### config.mk
export PLATFORM = sky130hd
export DESIGN_NAME = fexp_extract_unit
export DESIGN_NICKNAME = d
export VERILOG_FILES = /design/src/rtl/fexp_pkg.sv /design/src/rtl/fexp_classify.sv /design/src/rtl/fexp_int2fp.sv /design/src/rtl/fexp_wmerge.sv /design/src/rtl/fexp_extract_unit.sv
export SDC_FILE = /design/constraint.sdc
export NUM_CORES = 1
export LEC_CHECK = 0
export BUFFER_PORTS_ARGS = -buffer_cell sky130_fd_sc_hd__buf_2
export CAP_MARGIN = 25
export CORE_MARGIN = 2
export CORE_UTILIZATION = 53
export CTS_CLUSTER_SIZE = 25
export DETAILED_ROUTE_END_ITERATION = 10
export PLACE_DENSITY = 0.82
export SLEW_MARGIN = 20
export SYNTH_ARGS = -nofsm -noshare
export SYNTH_HDL_FRONTEND = slang
export SYNTH_HIERARCHICAL = 1
export SYNTH_SLANG_ARGS = --single-unit
### constraint.sdc
create_clock -name clk -period 16.3 [get_ports clk]
set_clock_uncertainty 0.2 [all_clocks]
set_input_delay 1.63 -clock clk [delete_from_list [all_inputs] [get_ports clk]]
set_output_delay 1.63 -clock clk [all_outputs]
set_load 0.01 [all_outputs]
### src/rtl/fexp_pkg.sv
package fexp_pkg;
  // Operand class decoded from the exponent and fraction fields
  typedef enum logic [2:0] {
    CL_ZERO,
    CL_SUB,
    CL_NORM,
    CL_INF,
    CL_QNAN,
    CL_SNAN
  } fclass_e;
endpackage

### src/rtl/fexp_classify.sv
module fexp_classify
  import fexp_pkg::*;
#(
  parameter int EXP_W  = 8,
  parameter int FRAC_W = 23,
  parameter int IW     = EXP_W + 2
) (
  input  logic [EXP_W-1:0]     exp_i,
  input  logic [FRAC_W-1:0]    frac_i,
  output fclass_e              cls_o,
  output logic signed [IW-1:0] int_exp_o
);
  localparam int BIAS = (1 << (EXP_W - 1)) - 1;

  // Leading zeros of the fraction, counted from its top bit
  function automatic int lead_zeros(input logic [FRAC_W-1:0] f);
    int   c;
    logic seen;
    c    = 0;
    seen = 1'b0;
    for (int i = FRAC_W - 1; i >= 0; i--) begin
      if (!seen && !f[i]) c++;
      else seen = 1'b1;
    end
    return c;
  endfunction

  int t;
  always_comb begin
    t     = 0;
    cls_o = CL_NORM;
    if (exp_i == '0) begin
      if (frac_i == '0) cls_o = CL_ZERO;
      else begin
        cls_o = CL_SUB;
        t     = -BIAS - lead_zeros(frac_i);
      end
    end else if (exp_i == '1) begin
      if (frac_i == '0)             cls_o = CL_INF;
      else if (frac_i[FRAC_W-1])    cls_o = CL_QNAN;
      else                          cls_o = CL_SNAN;
    end else begin
      t = int'(exp_i) - BIAS;
    end
  end

  assign int_exp_o = IW'(t);
endmodule

### src/rtl/fexp_int2fp.sv
module fexp_int2fp #(
  parameter int EXP_W  = 8,
  parameter int FRAC_W = 23,
  parameter int IW     = EXP_W + 2   // must not exceed FRAC_W+1 for exactness
) (
  input  logic signed [IW-1:0]       n_i,
  output logic [EXP_W+FRAC_W:0]      fp_o
);
  localparam int BIAS = (1 << (EXP_W - 1)) - 1;

  // Exact conversion of a small signed integer to a float encoding
  function automatic logic [EXP_W+FRAC_W:0] to_float(input logic signed [IW-1:0] n);
    logic [IW-1:0]     mag;
    logic [FRAC_W:0]   sh;
    int                p;
    mag = n[IW-1] ? IW'(-n) : IW'(n);
    p   = 0;
    for (int i = 0; i < IW; i++) if (mag[i]) p = i;
    sh  = (FRAC_W + 1)'(mag) << (FRAC_W - p);
    if (mag == '0) return '0;
    return {n[IW-1], EXP_W'(BIAS + p), sh[FRAC_W-1:0]};
  endfunction

  assign fp_o = to_float(n_i);
endmodule

### src/rtl/fexp_wmerge.sv
module fexp_wmerge #(
  parameter int DST_W  = 128,
  parameter int LANE_W = 32
) (
  input  logic [DST_W-1:LANE_W] upper_i,
  input  logic [LANE_W-1:0]     lane_new_i,
  input  logic [LANE_W-1:0]     lane_old_i,
  input  logic                  en_i,
  input  logic                  bit_i,
  input  logic                  zsel_i,
  output logic                  take_o,
  output logic [DST_W-1:0]      word_o
);
  assign take_o = !en_i || bit_i;

  always_comb begin
    word_o[DST_W-1:LANE_W] = upper_i;
    if (take_o)      word_o[LANE_W-1:0] = lane_new_i;
    else if (zsel_i) word_o[LANE_W-1:0] = '0;
    else             word_o[LANE_W-1:0] = lane_old_i;
  end
endmodule

### src/rtl/fexp_extract_unit.sv
module fexp_extract_unit
  import fexp_pkg::*;
#(
  parameter int EXP_W  = 8,
  parameter int FRAC_W = 23,
  parameter int DST_W  = 128
) (
  input  logic                        clk,
  input  logic                        rst_n,
  input  logic [DST_W-1:0]            src_pass_i,
  input  logic [EXP_W+FRAC_W:0]       src_op_i,
  input  logic                        wmask_en_i,
  input  logic                        wmask_bit_i,
  input  logic                        zero_sel_i,
  output logic [DST_W-1:0]            res_o,
  output logic                        invalid_o,
  output logic                        denorm_o
);
  localparam int FW   = 1 + EXP_W + FRAC_W;
  localparam int IW   = EXP_W + 2;
  localparam int BIAS = (1 << (EXP_W - 1)) - 1;

  // Named internal events
  fclass_e              cls_w;
  logic signed [IW-1:0] int_exp_w;
  logic [FW-1:0]        int_fp_w;
  logic [FW-1:0]        conv_w;
  logic [DST_W-1:0]     word_w;
  logic                 take_w, inv_w, den_w;

  fexp_classify #(.EXP_W(EXP_W), .FRAC_W(FRAC_W), .IW(IW)) u_cls (
    .exp_i     (src_op_i[FW-2:FRAC_W]),
    .frac_i    (src_op_i[FRAC_W-1:0]),
    .cls_o     (cls_w),
    .int_exp_o (int_exp_w)
  );

  fexp_int2fp #(.EXP_W(EXP_W), .FRAC_W(FRAC_W), .IW(IW)) u_cvt (
    .n_i  (int_exp_w),
    .fp_o (int_fp_w)
  );

  // Special operands override the converted exponent
  always_comb begin
    unique case (cls_w)
      CL_ZERO:         conv_w = {1'b1, {EXP_W{1'b1}}, {FRAC_W{1'b0}}};
      CL_INF:          conv_w = {1'b0, {EXP_W{1'b1}}, {FRAC_W{1'b0}}};
      CL_QNAN, CL_SNAN: conv_w = {src_op_i[FW-1], {EXP_W{1'b1}}, 1'b1, src_op_i[FRAC_W-2:0]};
      default:         conv_w = int_fp_w;
    endcase
  end

  assign inv_w = (cls_w == CL_SNAN);
  assign den_w = (cls_w == CL_SUB);

  fexp_wmerge #(.DST_W(DST_W), .LANE_W(FW)) u_mrg (
    .upper_i    (src_pass_i[DST_W-1:FW]),
    .lane_new_i (conv_w),
    .lane_old_i (res_o[FW-1:0]),
    .en_i       (wmask_en_i),
    .bit_i      (wmask_bit_i),
    .zsel_i     (zero_sel_i),
    .take_o     (take_w),
    .word_o     (word_w)
  );

  always_ff @(posedge clk) begin
    if (!rst_n) begin
      res_o     <= '0;
      invalid_o <= 1'b0;
      denorm_o  <= 1'b0;
    end else begin
      res_o     <= word_w;
      invalid_o <= take_w && inv_w;
      denorm_o  <= take_w && den_w;
    end
  end

  // a normal operand with unbiased exponent 0 converts to +0.0
  a_r2_zero_exp: assert property (@(posedge clk) disable iff (!rst_n)
    (cls_w == CL_NORM && int_exp_w == '0) |-> (int_fp_w == '0));

  // subnormal exponents stay within the subnormal range
  a_r3_sub_range: assert property (@(posedge clk) disable iff (!rst_n)
    den_w |-> (int_exp_w <= IW'(-BIAS) && int_exp_w >= IW'(-(BIAS + FRAC_W - 1))));

  // zeroing clears a masked-off lane
  a_r5_zeroing: assert property (@(posedge clk) disable iff (!rst_n)
    (wmask_en_i && !wmask_bit_i && zero_sel_i) |=> (res_o[FW-1:0] == '0));

  // merging holds a masked-off lane
  a_r5_merge_hold: assert property (@(posedge clk) disable iff (!rst_n)
    (wmask_en_i && !wmask_bit_i && !zero_sel_i) |=> $stable(res_o[FW-1:0]));

  // upper bits follow the pass-through operand
  a_r6_upper_pass: assert property (@(posedge clk) disable iff (!rst_n)
    1'b1 |=> (res_o[DST_W-1:FW] == $past(src_pass_i[DST_W-1:FW])));

  // the two flags are never raised together
  a_r7_flags_excl: assert property (@(posedge clk) disable iff (!rst_n)
    $onehot0({invalid_o, denorm_o}));

  // a masked-off lane raises no flag
  a_r8_masked_quiet: assert property (@(posedge clk) disable iff (!rst_n)
    (wmask_en_i && !wmask_bit_i) |=> (!invalid_o && !denorm_o));
endmodule

# Word level (Yosys, flattened, before mapping)
# Cells that the tools add are included.
# W data, S select, Z words.
[classes]
n_addsub = 27
eq_ne = 5
n_shift = 1
mux = 159
reduce_logical = 76
[ops]
columns = ["operator", "count"]
rows = [
  ["$mux W10", 72],
  ["$add A10 B2 Y10 const B", 22],
  ["$mux W32", 4],
  ["$pmux W32 S3", 1],
  ["$mux W1", 71],
  ["$logic_not A1 Y1", 45],
  ["$shl A10 B32 Y23", 1],
  ["$logic_and A1 B1 Y1", 24],
  ["$logic_not A23 Y1", 1],
  ["$mux W3", 7],
  ["$logic_not A10 Y1", 1],
  ["$neg A10 Y10", 1],
  ["$sub A8 B10 Y10 const A", 1],
  ["$sub A8 B7 Y9 const B", 1],
  ["$add A7 B4 Y8 const A", 1],
  ["$eq A8 B8 Y1 const B", 1],
  ["$logic_not A8 Y1", 1],
  ["$mux W4", 2],
  ["$eq A3 B3 Y1 const B", 2],
  ["$sub A5 B4 Y6 const A", 1],
  ["$mux W2", 2],
  ["$eq A3 B1 Y1 const B", 1],
  ["$eq A3 B2 Y1 const B", 1],
  ["$logic_not A3 Y1", 1],
  ["3 further kinds", 3],
]
[totals]
register_bits = 130
inputBits = 165
out_inout_bits = 130
word_cells = 272

# Logic depth before layout (Yosys ltp)
# Gate-level depths: netlist (run 1).
[logic_depth]
depth_word = 132
mapped_depth = 77

# Modules after synthesis
# Netlist (run 1), hierarchy kept.
[by_module_without_submodules]
columns = ["mod", "n_inst", "cells_each", "area_per_inst_um2", "seq_area_each_um2"]
rows = [
  ["fexp_extract_unit", 1, 321, 3834.9, 2602.5],
  ["fexp_classify", 1, 526, 3612.2, 0.0],
  ["fexp_wmerge", 1, 169, 1493.9, 0.0],
  ["fexp_int2fp", 1, 132, 952.2, 0.0],
]

# Least setup slack after synthesis (run 1)
# No wires, ideal clock.
[synth_timing]
path_kind = "in2reg"
from = "input src_op_i[21]"
to = "register res_o[22]"
setup_time_ns = 0.115
arrival_time_ns = 14.696
t_required_ns = 15.985
setup_slack_ns = 1.289
stages = 76
path_cell_list = "or4_1 > buf_2 > and2_1 > ha_1 > mux2i_1 > a21oi_1 > ha_1 > mux2i_1 > nor2_1 > a21oi_1 > a21oi_1 > ha_1 > mux2i_1 > nor2_1 > a21oi_1 > o21ai_0 > nand2b_1 > a21oi_1 > [40 not listed] > and2_1 > a21boi_1 > o32ai_1 > nor2_1 > nand2_1 > o21ai_1 > o21ai_1 > inv_2 > o21a_1 > buf_4 > o211a_1 > a211oi_1 > o22ai_1 > o21a_1 > nor2_1 > a21oi_1 > mux2_4 > and2_1"
[synth_between]
elab_cells_between_ends = 225
cone_classes = "add/sub: 24; eq/ne: 3; shift: 1; mux: 149; reduce/logical: 48"
[synth_lines]
columns = ["element", "line_no", "rtl"]
rows = [
  ["from (decl)", "fexp_extract_unit.sv:11", "input logic [EXP_W+FRAC_W:0] src_op_i,"],
  ["parallel branches: the longest is 111 deep, another holds $add A10 B2 Y10", "--", ""],
  ["$mux W10 *", "fexp_classify.sv:33", "if (frac_i == '0) cls_o = CL_ZERO;"],
  ["$mux W10 *", "fexp_classify.sv:32", "if (exp_i == '0) begin"],
  ["net int_exp_w[7]", "fexp_extract_unit.sv:25", "logic signed [IW-1:0] int_exp_w;"],
  ["$neg A10 Y10", "fexp_int2fp.sv:16", "mag = n[IW-1] ? IW'(-n) : IW'(n);"],
  ["$mux W10 *", "fexp_int2fp.sv:16", ""],
  ["$mux W3", "fexp_int2fp.sv:18", "for (int i = 0; i < IW; i++) if (mag[i]) p = i;"],
  ["$mux W4 (2 in series)", "fexp_int2fp.sv:18", ""],
  ["$sub A5 B4 Y6", "fexp_int2fp.sv:19", "sh = (FRAC_W + 1)'(mag) << (FRAC_W - p);"],
  ["$shl A10 B32 Y23", "fexp_int2fp.sv:19", ""],
  ["$mux W32 *", "fexp_int2fp.sv:21", "return {n[IW-1], EXP_W'(BIAS + p), sh[FRAC_W-1:0]};"],
  ["net int_fp_w[22]", "fexp_extract_unit.sv:26", "logic [FW-1:0] int_fp_w;"],
  ["$pmux W32 S3 *", "fexp_extract_unit.sv:45", "unique case (cls_w)"],
  ["net conv_w[22]", "fexp_extract_unit.sv:27", "logic [FW-1:0] conv_w;"],
  ["$mux W32 *", "fexp_wmerge.sv:18", "if (take_o) word_o[LANE_W-1:0] = lane_new_i;"],
  ["net word_w[22]", "fexp_extract_unit.sv:28", "logic [DST_W-1:0] word_w;"],
  ["to (signal assigned)", "fexp_extract_unit.sv:73", "res_o <= word_w;"],
  ["to (decl)", "fexp_extract_unit.sv:15", "output logic [DST_W-1:0] res_o,"],
]
# Mark *: on every way through the listed nets, which the timed path passes. The select of a mux whose other input is x is not followed.
# A chain may end at the register's enable or synchronous reset.

# Worst setup path after layout (run 1)
[layout_timing]
from = "input src_op_i[22]"
to = "register res_o[22]"
[layout_between]
elab_cells_between_ends = 233
cone_classes = "add/sub: 25; eq/ne: 3; shift: 1; mux: 156; reduce/logical: 48"
[layout_lines]
columns = ["element", "line_no"]
rows = [
  ["parallel branches: the longest is 114 deep, another holds $add A10 B2 Y10", "--"],
  ["$mux W10 *", "fexp_classify.sv:33"],
  ["$mux W10 *", "fexp_classify.sv:32"],
  ["net int_exp_w[7]", "fexp_extract_unit.sv:25"],
  ["$neg A10 Y10", "fexp_int2fp.sv:16"],
  ["$mux W10 *", "fexp_int2fp.sv:16"],
  ["$mux W3", "fexp_int2fp.sv:18"],
  ["$mux W4 (2 in series)", "fexp_int2fp.sv:18"],
  ["$sub A5 B4 Y6", "fexp_int2fp.sv:19"],
  ["$shl A10 B32 Y23", "fexp_int2fp.sv:19"],
  ["$mux W32 *", "fexp_int2fp.sv:21"],
  ["net int_fp_w[22]", "fexp_extract_unit.sv:26"],
  ["$pmux W32 S3 *", "fexp_extract_unit.sv:45"],
  ["net conv_w[22]", "fexp_extract_unit.sv:27"],
  ["$mux W32 *", "fexp_wmerge.sv:18"],
  ["net word_w[22]", "fexp_extract_unit.sv:28"],
]
# Marked as above.

==> summary.txt, run 1 <==
Placement
  • DP Worst Slack: 0.361 ns
  • Routability congestion estimate: 0.938
  • Port buffer count: 262
  • Placed cell count: 1517
  • Final HPWL from detailed placement: 19500 µm

Setup path
  • Critical path arrival: 15.39 ns
  • Worst path buffer plus inverter count: 6
  • Delay-heaviest family, CP: adder cells
  • Crit-path max cell delay: 0.51 ns
  • CP Data Required Time: 16.42 ns
  • Crit path top cell by count: ha_1
  • Worst-path maximum fanout: 6
  • CP Class: in -> reg
  • Setup crit start kind: input port
  • Worst path slowest cell: or4_1
  • Critical path capture point type: register

Clock network
  • Clk Latency, worst-skew pair: 0.42 ns
  • Clock tree from TritonCTS: done
  • Clock tree buffer depth: 2
  • # H-tree levels: 4
  • # clock sinks: 130
  • Clock Pin Slew Worst Setup and Hold Paths: 0.08 ns
  • CTS Hold Bufs: 0
  • Root Buffer: clkbuf_16
  • TritonCTS buffer count: 17

Logic synthesis
  • Seq/Total Area, Yosys: 0.263
  • Cell taking the most area after synthesis: dfxtp_1
  • Cell Area, Synth: 0.00989 mm²
  • Ys flop type: dfxtp_1
  • Syn_area_per_cell: 8.62 µm²
  • Ys Warns: 6
  • Synth top area share: 0.263
  • Post-synth EDFFs: 0
  • Cells after Synth: 1148
  • Async S/R FF share, synth: 0
  • Synth unique cells: 98
  • Synth area leaders: dfxtp_1, and2_1, buf_4
  • Yosys reg bits: 130

Floorplan
  • Initial core utilization: 0.545
  • Die Height: 141 µm
  • Die ar.: 0.0198 mm²
  • Width of the die: 141 µm
  • Core area: 0.0181 mm²
  • Top-level I/O count: 295
  • Rows: 49

STA
  • Setup violators final: 0
  • Fmax: 65.5 MHz
  • RSZ-0062 raised after global routing: no
  • Worst slew margin: 0.322
  • Fin. max-slew vios: 0
  • Worst Setup Slack, final: 1.03 ns
  • Setup TNS: 0 ns
  • Final Hold Fails: 0
  • Worst Max-Slew Pin Slew: 1.02 ns
  • Final Cycle Share: 0.937
  • Crit path time final: 15.27 ns

Power and ir drop
  • Peak supply drop: 0.0000528 V
  • Power Density: 81.1 mW/mm²
  • Leak: 5.16 nW

GRT
  • All-Layer GR Usage: 0.251
  • First-pass GRT wire length: 40200 µm
  • Grt total ovfl: 0
  • Initial antenna violation count: 11
  • Vias in the first global route: 8133
  • Largest net degree at the start of global routing: 130

Detailed routing
  • Antenna viol nets, final: 0
  • Remaining DRCs: 0
  • Initial DRC count: 468
  • DR WL/cell: 16.5 µm
  • WL final: 25700 µm
  • Drt first pass iters: 7
  • Vias per inst: 5.42
  • Routed vias: 8456

Cells and area
  • Final instance count without filler cells: 1561
  • Area delta synth->final: 14.0%
  • Nets: 1500
  • Share of cells above drive strength 1: 0.322

Min path
  • Hold crit path type: reg -> reg

Status
  • Status: complete, no violations

Flow run
  • Max_cap viols: 0
report_power, final:
part	internal (mW)	switching (mW)	total [mW]
Clock	0.205	0.170	0.375
Sequential	0.337	0.00602	0.343
Combinational	0.0972	0.100	0.197
Total	0.639	0.276	0.915
metal layers:
layer / vias up / GRT usage / part of all wire
li1: 4182 / - / -
met1: 3914 / 0.284 / 0.40
met2: 302 / 0.447 / 0.50
met3: 58 / 0.0533 / 0.056
met4: 0 / 0.125 / 0.038
met5: - / 0 / 0
path summary, 6_finish.rpt:
check                           start                   end  slack [ns]  depth (start not counted)
setup / recovery         src_op_i[22]  res_o[22]$_SDFF_PN0_        1.03                         75
hold / removal    res_o[1]$_SDFF_PN0_   res_o[1]$_SDFF_PN0_        0.52                          3
setup reg to reg  res_o[2]$_SDFF_PN0_   res_o[2]$_SDFF_PN0_       15.10                          3
hold reg to reg   res_o[1]$_SDFF_PN0_   res_o[1]$_SDFF_PN0_        0.52                          3
sequential cells by signal (all words and copies together), names as in the netlist:
register and count:
denorm_o 1, invalid_o 1, res_o 128
logic make-up (layout without fill, tap and decap cells):
group	after synthesis	in the layout	synth area share
AO/OA/AOI/OAI	171	171	0.127
XOR/XNOR	74	74	0.0737
adder cells (fa/ha/maj)	29	29	0.0362
buffers and inverters	191	350	0.128
flip-flops	130	130	0.263
multiplexers	68	68	0.0878
other	1	26	0.000379
AND/OR/NAND/NOR	484	484	0.284
what timing repair did:
item,in CTS,in global routing
buffers inserted,0,1
setup endpoints to repair,0,16
gates resized for setup,0,11
synth_stat cells (6+ instances only):
library cell and instances:
and2_1 140, dfxtp_1 130, buf_4 113, nor2_1 77
nand2_1 50, nor2b_1 45, a21oi_1 40, xnor2_1 40
mux2_4 31, clkbuf_1 28, ha_1 27, nor3_1 26
xor2_1 26, inv_1 25, nand3_1 24, a22o_1 22
mux2i_1 22, nand2b_1 22, o21ai_0 18, mux2_2 13
and3_1 12, buf_2 11, nor3b_1 10, o21ai_1 10
o22ai_1 10, nand4_1 9, buf_6 8, or3_1 8
a21o_1 7, nor4_1 7, or2_2 7, a211oi_1 6
and4_1 6, o21a_1 6, o32ai_1 6
final cells by class:
type                            count  area (µm²)
Fill cell                        1567        6870
Inverter                           27         101
Timing Repair Buffer              291        1530
Multi-Input combinational cell    841        6150
Clock buffer                       17         425
Sequential cell                   130        2600
Antenna cell                       11        27.5
Tap cell                          229         287
Clock inverter                     15         158
worst reg2reg max path, delay by kind of cell (launching register included):
| family | cells | cell delay (ns) |
|---|---|---|
| AND/OR/NAND/NOR | 2 | 0.28 |
| flip-flops | 1 | 0.33 |
| multiplexers | 1 | 0.28 |
placed cells by master (no fill, tap or decap), drive strengths merged, types with 5 or more instances in the layout:
master    n
nor4     11
clkbuf   17
nand4     9
and2    141
nor2     80
inv      37
conb     15
a21o      7
or3       8
xnor2    44
nand3    25
o21a      6
or2      10
nor2b    46
ha       27
a21boi    5
nor3b    10
o21ai    30
dfxtp   130
mux2i    24
a21oi    40
a22o     22
a211oi    7
and4      6
nand2    50
xor2     27
buf     291
mux2     44
a32oi     5
o32ai     6
or4       6
diode    11
and3     13
nand2b   23
nor3     29
o22ai    10
through the flow:
stage	hold slack (ns)	cell area [µm²]	utilization	power (mW)
2_1_floorplan	0.539	9950	-	0.492
3_3_place_gp	0.484	10600	0.584	0.537
3_5_place_dp	0.494	10600	0.584	0.542
4_1_cts	0.522	11200	0.616	0.917
5_1_grt	0.549	11300	0.622	0.954
6_report	0.518	11300	0.622	0.915
Power figures use the tool's default switching activity.
==> run 2: changes to the inputs <==
CELL_PAD_IN_SITES_DETAIL_PLACEMENT = 0   (was default)
CELL_PAD_IN_SITES_GLOBAL_PLACEMENT = 1   (was default)
CORE_UTILIZATION = 39   (was 53)
PLACE_DENSITY = default   (was 0.82)
PLACE_DENSITY_LB_ADDON = 0.1   (was default)
==> summary.txt, run 2 (synthesis gave the netlist of run 1 again) <==
Status
  • Status: complete, no violations

Setup path
  • Worst path buffer plus inverter count: 7
  • Reg2reg setup slack: 15.12 ns
  • Worst R2R End: res_o[28]$_SDFF_PN0_
  • Worst path slowest cell: or4_1
  • Critical path capture point type: register
  • Worst setup endpoint: res_o[21]$_SDFF_PN0_
  • Reg2reg start: res_o[28]$_SDFF_PN0_
  • Critical path arrival: 15.36 ns
  • CP Data Required Time: 16.41 ns
  • R2R cell count: 3
  • Worst-path maximum fanout: 7
  • WP depth: 73
  • Crit path top cell by count: ha_1
  • Crit-path max cell delay: 0.56 ns
  • Delay-heaviest family, CP: adder cells
  • Setup crit start kind: input port
  • Worst Setup SP: src_op_i[21]
  • CP Class: in -> reg

GRT
  • Initial antenna violation count: 4
  • Vias in the first global route: 8036
  • Grt total ovfl: 0
  • First-pass GRT wire length: 43700 µm
  • Largest net degree at the start of global routing: 130
  • All-Layer GR Usage: 0.208

Cells and area
  • Post-layout util: 0.468
  • Nets: 1549
  • Most frequent cells in the layout: buf_2, and2_1, dfxtp_1
  • Layout Cell Area excl Fill: 0.0117 mm²
  • Share of cells above drive strength 1: 0.345
  • Area delta synth->final: 18.5%
  • Commonest non-fill, non-tap cell in the layout: buf_2
  • Top Registers: res_o (128), denorm_o (1), invalid_o (1)
  • Final instance count without filler cells: 1702
  • Largest Register: res_o
  • Largest register FFs: 128

Floorplan
  • Initial core utilization: 0.395
  • Core area: 0.0250 mm²
  • Die Height: 163 µm
  • Top-level I/O count: 295
  • Die ar.: 0.0267 mm²
  • Rows: 58
  • Width of the die: 163 µm

Clock network
  • Root Buffer: clkbuf_16
  • Clock tree from TritonCTS: done
  • Clock tree buffer depth: 2
  • # clock sinks: 130
  • Clock Pin Slew Worst Setup and Hold Paths: 0.08 ns
  • # H-tree levels: 4
  • Post-CTS setup buffer count: 0
  • Clk Latency, worst-skew pair: 0.43 ns
  • TritonCTS buffer count: 17

STA
  • Fmax: 65.6 MHz
  • Final Cycle Share: 0.935
  • Worst slew margin: 0.453
  • RSZ-0062 raised after global routing: no
  • Worst Max-Slew Pin Slew: 0.813 ns
  • Setup TNS: 0 ns
  • Setup violators final: 0
  • Final Hold Fails: 0
  • Fin. max-slew vios: 0
  • Crit path time final: 15.25 ns

Power and ir drop
  • Leak: 5.38 nW
  • Peak supply drop: 0.0000801 V
  • Power Density: 79.1 mW/mm²
  • Pwr Total: 0.927 mW

Detailed routing
  • DR WL/cell: 16.4 µm
  • Antenna viol nets, final: 0
  • Drt first pass iters: 4
  • WL final: 27900 µm
  • Vias per inst: 4.89
  • Remaining DRCs: 0
  • Routed vias: 8317
  • Initial DRC count: 395

Placement
  • Cell Area, Placed: 0.0111 mm²
  • Routability congestion estimate: 0.843
  • Final HPWL from detailed placement: 21800 µm
  • Port buffer count: 262
  • Placed cell count: 1667

Flow run
  • Max_cap viols: 0

Min path
  • Hold crit path type: reg -> reg
[run 2: layout make-up]
| cell class | count | area, µm² |
|---|---|---|
| Clock inverter | 15 | 143 |
| Clock buffer | 17 | 425 |
| Fill cell | 2568 | 13300 |
| Multi-Input combinational cell | 841 | 6120 |
| Antenna cell | 2 | 5.00 |
| Timing Repair Buffer | 340 | 1910 |
| Inverter | 27 | 101 |
| Tap cell | 330 | 413 |
| Sequential cell | 130 | 2600 |
[run 2: per-layer routing]
layer	share of wire	track usage	vias to the layer above	wire, µm
li1	-	-	4265	-
met1	0.43	0.249	3819	12100
met2	0.50	0.384	198	14000
met3	0.052	0.0335	29	1450
met4	0.013	0.0555	6	370
met5	0.0012	0	-	33
[run 2: worst min-delay path by stage]
stage | cells past startpoint | to | slack [ns] | startpoint
5_1_grt | 3 | res_o[9]$_SDFF_PN0_ | 0.57 | res_o[9]$_SDFF_PN0_
2_1_floorplan | 3 | res_o[0]$_SDFF_PN0_ | 0.54 | res_o[0]$_SDFF_PN0_
4_1_cts | 3 | res_o[31]$_SDFF_PN0_ | 0.52 | res_o[31]$_SDFF_PN0_
3_3_place_gp | 3 | res_o[31]$_SDFF_PN0_ | 0.49 | res_o[31]$_SDFF_PN0_
6_report | 3 | res_o[1]$_SDFF_PN0_ | 0.51 | res_o[1]$_SDFF_PN0_
3_5_place_dp | 3 | res_o[31]$_SDFF_PN0_ | 0.50 | res_o[31]$_SDFF_PN0_
[run 2: tightest hold or removal path: stages, from the launching register on]
cell,delay [ns]
dfxtp_1,0.33
nor2b_1,0.12
mux2_2,0.14
and2_1,0.10
[run 2: repair_timing]
action | in CTS | in global routing
hold buffers | 0 | 0
setup endpoints to repair | 0 | 16
resized for setup | 0 | 10
[run 2: stage by stage]
stage                     worst slack, ns  hold WS, ns
after floorplan                      1.29        0.539
after global placement              0.500        0.489
after detailed placement            0.441        0.495
after CTS                           0.795        0.519
after global routing              0.00171        0.569
final                                1.05        0.514
[run 2: power by group]
part / internal, mW / switching, mW / total [mW]
sequential: 0.337 / 0.00516 / 0.342
clock: 0.203 / 0.173 / 0.376
combinational: 0.107 / 0.102 / 0.210
==> run 3: changes to the inputs <==
CORE_UTILIZATION = 40   (was 39)
CTS_BUF_LIST = sky130_fd_sc_hd__clkbuf_8   (was default)
CTS_CLUSTER_SIZE = default   (was 25)
GPL_TIMING_DRIVEN = 0   (was default)
==> summary.txt, run 3 (synthesis gave the netlist of run 1 again) <==
Floorplan
  • Top-level I/O count: 295
  • Rows: 57
  • Width of the die: 161 µm
  • Die Height: 161 µm
  • Core area: 0.0243 mm²
  • Die ar.: 0.0260 mm²
  • Initial core utilization: 0.407

STA
  • Crit path time final: 15.46 ns
  • Worst Setup Slack, final: 0.839 ns
  • Setup violators final: 0
  • Worst Max-Slew Pin Slew: 0.804 ns
  • Final Cycle Share: 0.949
  • Fin. max-slew vios: 0
  • Worst hold slack: 0.507 ns
  • Setup TNS: 0 ns
  • Final Hold Fails: 0
  • Worst slew margin: 0.459
  • Fmax: 64.7 MHz

Setup path
  • Critical path capture point type: register
  • Critical path arrival: 15.59 ns
  • Worst path buffer plus inverter count: 7
  • Setup crit start kind: input port
  • Delay-heaviest family, CP: compound AO/OA/AOI/OAI gates
  • Worst path slowest cell: or4_1
  • Crit path top cell by count: ha_1
  • Worst-path maximum fanout: 10
  • Crit-path max cell delay: 0.51 ns
  • CP Class: in -> reg
  • CP Data Required Time: 16.43 ns

Power and ir drop
  • Leak: 5.31 nW
  • Power Density: 69.0 mW/mm²
  • Peak supply drop: 0.0000614 V
  • Pwr Total: 0.815 mW

Detailed routing
  • Vias per inst: 4.95
  • Initial DRC count: 364
  • Antenna viol nets, final: 0
  • DR WL/cell: 17.1 µm
  • Routed vias: 8379
  • WL final: 29000 µm
  • Drt first pass iters: 5
  • Remaining DRCs: 0

Cells and area
  • Largest Register: res_o
  • Fillers: 2444
  • Top Registers: res_o (128), denorm_o (1), invalid_o (1)
  • Reg area: 0.00260 mm²
  • Largest register FFs: 128
  • Most frequent cells in the layout: buf_2, and2_1, dfxtp_1
  • Nets: 1545
  • Area delta synth->final: 19.3%
  • Layout Cell Area excl Fill: 0.0118 mm²
  • Share of cells above drive strength 1: 0.337
  • Multi-input logic area: 0.00627 mm²
  • Commonest non-fill, non-tap cell in the layout: buf_2

Clock network
  • Clock Pin Slew Worst Setup and Hold Paths: 0.09 ns
  • Root Buffer: clkbuf_8
  • Clk Latency, worst-skew pair: 0.42 ns
  • Clock tree from TritonCTS: done
  • TritonCTS buffer count: 17
  • CTS Hold Bufs: 0
  • # clock sinks: 130
  • Clock tree buffer depth: 2
  • # H-tree levels: 4

GRT
  • Vias in the first global route: 8014
  • Initial antenna violation count: 3
  • Largest net degree at the start of global routing: 17
  • All-Layer GR Usage: 0.218
  • First-pass GRT wire length: 44900 µm
  • Grt total ovfl: 0

Flow run
  • Max_cap viols: 0

Placement
  • Routability congestion estimate: 0.871
  • DP Worst Slack: -0.781 ns
  • Port buffer count: 165
  • Final HPWL from detailed placement: 23800 µm
  • Cell Area, Placed: 0.0112 mm²

Status
  • Status: complete, no violations

Min path
  • Hold crit path type: reg -> reg
-- run 3: cell types whose count changed in the layout (fill, tap and decap cells not counted), moves of 8 or more --
cell | before | now
clkbuf_8 | 0 | 17
buf_4 | 78 | 120
clkbuf_1 | 0 | 26
buf_6 | 0 | 8
buf_2 | 261 | 176
clkbuf_16 | 17 | 0
-- run 3: layout make-up --
class	count	area share
antenna	2	0.000424
timing repair buffer	172	0.0744
buffer	164	0.0987
multi-input combinational	841	0.531
clock buffer	17	0.0198
sequential	130	0.221
inverter	27	0.00859
clock inverter	15	0.0118
tap	324	0.0343
-- run 3: path summary, 6_finish.rpt --
kind / start / to / slack [ns] / cells after the start
hold / removal: res_o[31]$_SDFF_PN0_ / res_o[31]$_SDFF_PN0_ / 0.51 / 3
hold reg to reg: res_o[31]$_SDFF_PN0_ / res_o[31]$_SDFF_PN0_ / 0.51 / 3
setup reg to reg: res_o[7]$_SDFF_PN0_ / res_o[7]$_SDFF_PN0_ / 15.11 / 3
setup / recovery: src_op_i[21] / res_o[22]$_SDFF_PN0_ / 0.84 / 76
-- run 3: timing repair --
action / in CTS / in global routing
endpoints found under the hold margin: 0 / 0
setup endpoints to repair: 14 / 17
gates cloned: 0 / 0
pin swaps: 0 / 12
resized for setup: 2 / 42
buffers inserted: 0 / 7
-- run 3: stage by stage --
stage / util / instances
after CTS: 0.476 / 1683
after global placement: 0.460 / 1651
after global routing: 0.485 / 1692
after detailed placement: 0.460 / 1651
after floorplan: - / 1162
final: 0.485 / 1692
-- run 3: per-layer routing --
layer	GRT usage	routed length [µm]
met3	0.0347	1240
met2	0.384	14200
met4	0.0686	756
met1	0.273	12800
met5	0	13
-- run 3: where the power goes --
group	internal [mW]	total [mW]	leakage (nW)	switching, mW
sequential	0.336	0.343	1.08	0.00632
clock	0.113	0.259	0.192	0.146
combinational	0.108	0.214	4.04	0.106
total	0.557	0.815	5.31	0.258
-- run 3: worst min-delay path, cell delays in order, from the launching register on --
cell     delay, ns
dfxtp_1       0.32
nor2b_1       0.11
mux2_2        0.14
and2_1        0.11
